==> src/rtl/rstclk_seq_pkg.sv <==
package rstclk_seq_pkg;
  localparam int NSTEPS = 4;
  localparam int STEP_W = $clog2(NSTEPS);

  typedef enum logic [1:0] {
    ST_IDLE  = 2'd0,
    ST_PULSE = 2'd1,
    ST_POLL  = 2'd2
  } seq_state_e;

  // Step order: 0 reset on, 1 clock off, 2 reset off, 3 clock on.
  // Even steps watch the reset status, odd steps watch the clock status.
  function automatic logic step_uses_clk(input logic [STEP_W-1:0] s);
    return s[0];
  endfunction

  // Target level: 1 for steps 0 and 3, 0 for steps 1 and 2.
  function automatic logic step_target(input logic [STEP_W-1:0] s);
    return ~(s[0] ^ s[1]);
  endfunction
endpackage

==> src/rtl/rstclk_poll_timer.sv <==
module rstclk_poll_timer #(
  parameter int POLL_LIMIT = 1000000
) (
  input  logic clk,
  input  logic rst_n,
  input  logic clear_i,
  input  logic count_i,
  output logic last_o
);
  localparam int CW = (POLL_LIMIT > 1) ? $clog2(POLL_LIMIT) : 1;
  localparam logic [CW-1:0] LAST = CW'(POLL_LIMIT - 1);

  logic [CW-1:0] cnt_q;

  always_ff @(posedge clk or negedge rst_n) begin
    if (!rst_n)       cnt_q <= '0;
    else if (clear_i) cnt_q <= '0;
    else if (count_i && cnt_q != LAST) cnt_q <= cnt_q + 1'b1;
  end

  assign last_o = (cnt_q == LAST);
endmodule

==> src/rtl/rstclk_step_decode.sv <==
module rstclk_step_decode
  import rstclk_seq_pkg::*;
(
  input  logic              pulse_i,
  input  logic [STEP_W-1:0] step_i,
  input  logic              rst_stat_i,
  input  logic              clk_stat_i,
  output logic [NSTEPS-1:0] strobe_o,
  output logic              match_o
);
  for (genvar g = 0; g < NSTEPS; g++) begin : g_strobe
    assign strobe_o[g] = pulse_i && (step_i == STEP_W'(g));
  end

  logic watched;
  assign watched = step_uses_clk(step_i) ? clk_stat_i : rst_stat_i;
  assign match_o = (watched == step_target(step_i));
endmodule

==> src/rtl/rstclk_step_fsm.sv <==
module rstclk_step_fsm
  import rstclk_seq_pkg::*;
(
  input  logic              clk,
  input  logic              rst_n,
  input  logic              start_i,
  input  logic              match_i,
  input  logic              last_poll_i,
  output logic              pulse_o,
  output logic              polling_o,
  output logic [STEP_W-1:0] step_o,
  output logic              done_o,
  output logic              err_o
);
  localparam logic [STEP_W-1:0] FINAL = STEP_W'(NSTEPS - 1);

  seq_state_e        state_q;
  logic [STEP_W-1:0] step_q;
  logic              done_q, err_q;

  always_ff @(posedge clk or negedge rst_n) begin
    if (!rst_n) begin
      state_q <= ST_IDLE;
      step_q  <= '0;
      done_q  <= 1'b0;
      err_q   <= 1'b0;
    end else begin
      done_q <= 1'b0;
      unique case (state_q)
        ST_IDLE: if (start_i) begin
          state_q <= ST_PULSE;
          step_q  <= '0;
          err_q   <= 1'b0;
        end
        ST_PULSE: state_q <= ST_POLL;
        ST_POLL: begin
          if (match_i) begin
            if (step_q == FINAL) begin
              state_q <= ST_IDLE;
              done_q  <= 1'b1;
            end else begin
              step_q  <= step_q + 1'b1;
              state_q <= ST_PULSE;
            end
          end else if (last_poll_i) begin
            state_q <= ST_IDLE;
            err_q   <= 1'b1;
          end
        end
        default: state_q <= ST_IDLE;
      endcase
    end
  end

  assign pulse_o   = (state_q == ST_PULSE);
  assign polling_o = (state_q == ST_POLL);
  assign step_o    = step_q;
  assign done_o    = done_q;
  assign err_o     = err_q;
endmodule

==> src/rtl/rstclk_seq.sv <==
module rstclk_seq
  import rstclk_seq_pkg::*;
#(
  parameter int POLL_LIMIT = 1000000
) (
  input  logic clk,
  input  logic rst_n,
  input  logic start_i,
  input  logic rst_stat_i,
  input  logic clk_stat_i,
  output logic rst_on_o,
  output logic clk_off_o,
  output logic rst_off_o,
  output logic clk_on_o,
  output logic done_o,
  output logic err_o
);
  logic              pulse, polling, match, last_poll;
  logic [STEP_W-1:0] step;
  logic [NSTEPS-1:0] strobe;

  rstclk_step_fsm u_fsm (
    .clk(clk), .rst_n(rst_n), .start_i(start_i), .match_i(match),
    .last_poll_i(last_poll), .pulse_o(pulse), .polling_o(polling),
    .step_o(step), .done_o(done_o), .err_o(err_o)
  );

  rstclk_poll_timer #(.POLL_LIMIT(POLL_LIMIT)) u_timer (
    .clk(clk), .rst_n(rst_n), .clear_i(pulse), .count_i(polling),
    .last_o(last_poll)
  );

  rstclk_step_decode u_dec (
    .pulse_i(pulse), .step_i(step), .rst_stat_i(rst_stat_i),
    .clk_stat_i(clk_stat_i), .strobe_o(strobe), .match_o(match)
  );

  assign rst_on_o  = strobe[0];
  assign clk_off_o = strobe[1];
  assign rst_off_o = strobe[2];
  assign clk_on_o  = strobe[3];
endmodule

==> config.mk <==
export PLATFORM = sky130hd
export DESIGN_NAME = rstclk_seq
export DESIGN_NICKNAME = d
export VERILOG_FILES = /design/src/rtl/rstclk_seq_pkg.sv /design/src/rtl/rstclk_poll_timer.sv /design/src/rtl/rstclk_step_decode.sv /design/src/rtl/rstclk_step_fsm.sv /design/src/rtl/rstclk_seq.sv
export SDC_FILE = /design/constraint.sdc
export NUM_CORES = 1
export LEC_CHECK = 0
export ABC_CLOCK_PERIOD_IN_PS = 1790
export BUFFER_PORTS_ARGS = -buffer_cell sky130_fd_sc_hd__buf_2
export CAP_MARGIN = 0
export CORE_MARGIN = 4
export CORE_UTILIZATION = 59
export DETAILED_ROUTE_END_ITERATION = 7
export PLACE_DENSITY = 0.83
export SLEW_MARGIN = 30
export SYNTH_ARGS = -nofsm -noshare
export SYNTH_HDL_FRONTEND = slang
export SYNTH_SLANG_ARGS = --single-unit
export TNS_END_PERCENT = 20
==> constraint.sdc <==
create_clock -name clk -period 1.79 [get_ports clk]
set_input_delay 0.2685 -clock clk [delete_from_list [all_inputs] [get_ports clk]]
set_output_delay 0.2685 -clock clk [all_outputs]
set_load 0.05 [all_outputs]
==> summary.md <==
| Metric | Value |
|---|---|
| Run status | complete, but fails checks |
| Failing checks | negative setup slack |
| # rows | 18 |
| Syn_nets | 186 |
| Post-Place Worst Slack | 2.19 ps |
| Cells after Synth | 176 |
| Uppermost layer routed | met4 |
| Area of the multi-input gates | 976 um2 |
| Tcrit/Tclk final | 101% |
| Worst Hold Launch | start_i |
| R2R depth | 5 |
| Initial antenna violation count | 0 |
| First-pass GRT wire length | 6.60 mm |
| Vias in the first global route | 1426 |
| Vias per inst | 6.74 |
| Biggest area consumer among synthesized cells | dfrtp_1 |
| Register area share after synthesis | 40.2% |
| Detailed Route WL | 4.12 mm |
| Net Sw Frac | 41.5% |
| DP Area | 1760 um2 |
| Largest net degree at the start of global routing | 27 |
| Avg Cell Area, Syn | 9.20 um2 |
| Pwr/cell area | 1100 nW/um2 |
| WL per Instance | 18.2 um |
| Setup Skew | 9.11 ps |
| Gpl congestion | 0.929 |
| Die area | 3650 um2 |
| Via count | 1523 |
| Final setup margin | -23.7 ps |
| Psw | 0.882 mW |
| Hold Path Depth | 2 |
| GR Overflow Total | 0 |
| Most frequent cell after synthesis | dfrtp_1 |
| Die width | 60.4 um |
| Setup crit end kind | flop |
| Critical Path Start Type | flop |
| Arrival time worst endpoint | 2090 ps |
| Aggregate global-route resource usage | 24.5% |
| Asr flop ratio synth | 100% |
| Die Ht | 60.4 um |
| Leakage | 0.844 nW |
| Met1 wire length | 1.67 mm |
| Layout cell share with drive strength beyond 1 | 27.0% |
| Top-area cell type share of the netlist area | 40.2% |
| Clock buffer depth | 2 |
| IO Pins | 11 |
| Starting Density | 63.6% |
| IO Port Bufs | 10 |
| # setup viols final | 1 |
| Reg power frac | 35.0% |
| Setup TNS | -23.7 ps |
| Root Driver | clkbuf_4 |
| Synth Flop Type | dfrtp_1 |
| Met2 WL post-DR | 2.06 mm |
| RSZ-0062 raised after global routing | yes |
| Fmax | 551 MHz |
| DP Wirelength | 2.81 mm |
| Fillers | 171 |
| Reg2reg end | u_timer.cnt_q[14]$_DFFE_PN0P_ |
| Final Hold Fails | 0 |
| Worst hold path type | in -> reg |
| Clock Latency Late Sink | 330 ps |
| Sequential standard cell area | 656 um2 |
| CTS H-Tree Depth | 1 |
| # DRC | 0 |
| Max Slew Vio Count | 0 |
| Crit path max fanout | 6 |
| Int Power | 1.24 mW |
| CTS clock-pin slew for the worst setup and hold paths | 140 ps |
| Clock Sinks | 26 |
| WS Path Type | reg -> reg |
| YS warnings | 0 |
| Met3 WL | 248 um |
| Minimum clock period | 1810 ps |
| Largest cells by area after synthesis | dfrtp_1 40%, nand2_1 4.4%, ha_1 3.9% |
| Seq cells post-synth | 26 |
| Syn-to-layout area delta | 18.9% |
| CTS tree | done |
| Post-Syn Area | 1620 um2 |
| Post-synth top cells | 26 x dfrtp_1, 19 x nand2_1, 16 x nor2_1 |
| Worst VDD drop | 1190 uV |
| WHS Endpoint | u_fsm.err_o$_DFFE_PN0P_ |
| Max Cap Viol | 0 |
| Drt first pass iters | 5 |
| Post-route cell area | 1920 um2 |
| R2r startpoint | u_timer.cnt_q[3]$_DFFE_PN0P_ |
| Clock Power Share | 19.0% |
| Num CTS Buffers | 3 |
| Tot Pwr | 2.13 mW |
| Routed Antenna Nets | 0 |
| Placeable Area | 2540 um2 |
| EDFF count, synth | 0 |
| Iteration-0 DRC Markers | 78 |
| Distinct cells, synth | 49 |
| Final Net Count | 207 |
| Slew @ Worst Pin | 576 ps |
| Min Hold Slack | 176 ps |
| Combinational power share | 46.0% |
| Slew HR | 61.6% |
| Worst endpoint required time | 2070 ps |
| Antenna cells | 0 |
| R2R setup slack | -20 ps |
## cells in the final DEF, fill, tap and decap left out, types with 3 or more instances in the layout
master and n:
a211oi_2 3, a21oi_1 4, a31oi_1 4, and3_1 6, buf_2 6, buf_4 14, clkbuf_4 3, dfrtp_1 22
dfrtp_2 4, ha_1 4, inv_1 6, nand2_1 18, nand3_1 11, nand4_1 7, nor2_1 16, nor3_1 4
nor3_2 3, nor4_1 3, o21ai_0 6, xor2_1 3
## layer usage
metal	track usage (%)	vias to the layer above
li1	-	698
met1	30.8	736
met2	40.6	71
met3	4.04	18
met4	12.3	0
met5	0	-
## worst max-delay path, cell delays in order (launching register included)
cell	delay [ps]
dfrtp_1	460
and3_4	240
nand4_1	230
buf_4	240
o41ai_1	420
a32o_1	180
## worst max-delay path by stage
stage,start,endpoint,slack (ps),depth (start not counted)
after global placement,u_timer.cnt_q[0]$_DFFE_PN0P_,u_timer.cnt_q[14]$_DFFE_PN0P_,120,4
after detailed placement,u_timer.cnt_q[7]$_DFFE_PN0P_,u_timer.cnt_q[4]$_DFFE_PN0P_,2,5
after global routing,u_timer.cnt_q[3]$_DFFE_PN0P_,u_timer.cnt_q[14]$_DFFE_PN0P_,-140,5
after floorplan,u_fsm.state_q[0]$_DFFE_PN0P_,rst_off_o,0.3,4
final,u_timer.cnt_q[3]$_DFFE_PN0P_,u_timer.cnt_q[14]$_DFFE_PN0P_,-20,5
after CTS,u_timer.cnt_q[7]$_DFFE_PN0P_,u_timer.cnt_q[4]$_DFFE_PN0P_,-0.8,5
## power groups by stage
stage,registers (mW),clock network (mW),logic (mW)
2_1_floorplan,0.714,0,0.593
3_3_place_gp,0.731,0,0.808
3_5_place_dp,0.740,0,0.846
4_1_cts,0.728,0.411,0.867
5_1_grt,0.758,0.437,1.06
6_report,0.745,0.404,0.978
## what timing repair did
item	CTS	global route
pin swaps	1	3
hold endpoints to repair	26	0
buffers inserted	0	1
gates cloned	0	0
gates resized for setup	4	14
endpoints found under the setup margin	8	18
hold buffers	1	0
## flip-flops by register name, indices dropped and copies added, names as in the netlist
| register | flops |
|---|---|
| u_fsm.step_o | 2 |
| u_fsm.done_o | 1 |
| u_timer.cnt_q | 20 |
| u_fsm.err_o | 1 |
| u_fsm.state_q | 2 |
## stage by stage
step,cells,utilization (%)
after CTS,225,72.2
after global routing,226,75.6
final,226,75.6
after global placement,220,69.3
after detailed placement,220,69.3
after floorplan,176,-
## area by class of cell
type                       count  area share, %
timing repair buffer          23           9.17
multi-input combinational    136           50.7
inverter                       7           1.37
tap                           30           1.95
sequential                    26           34.1
clock inverter                 1           1.56
clock buffer                   3           1.17
## kinds of logic after synthesis
family                     synth area share, %
and+or+nand+nor                           32.4
AOI/OAI and AO/OA                         15.8
DFF                                       40.2
buffers and inverters                     3.32
xor gates and xnor gates                  3.25
adders and majority gates                 3.86
muxes                                     1.24
No activity file was read; power rests on OpenSTA's default activity.
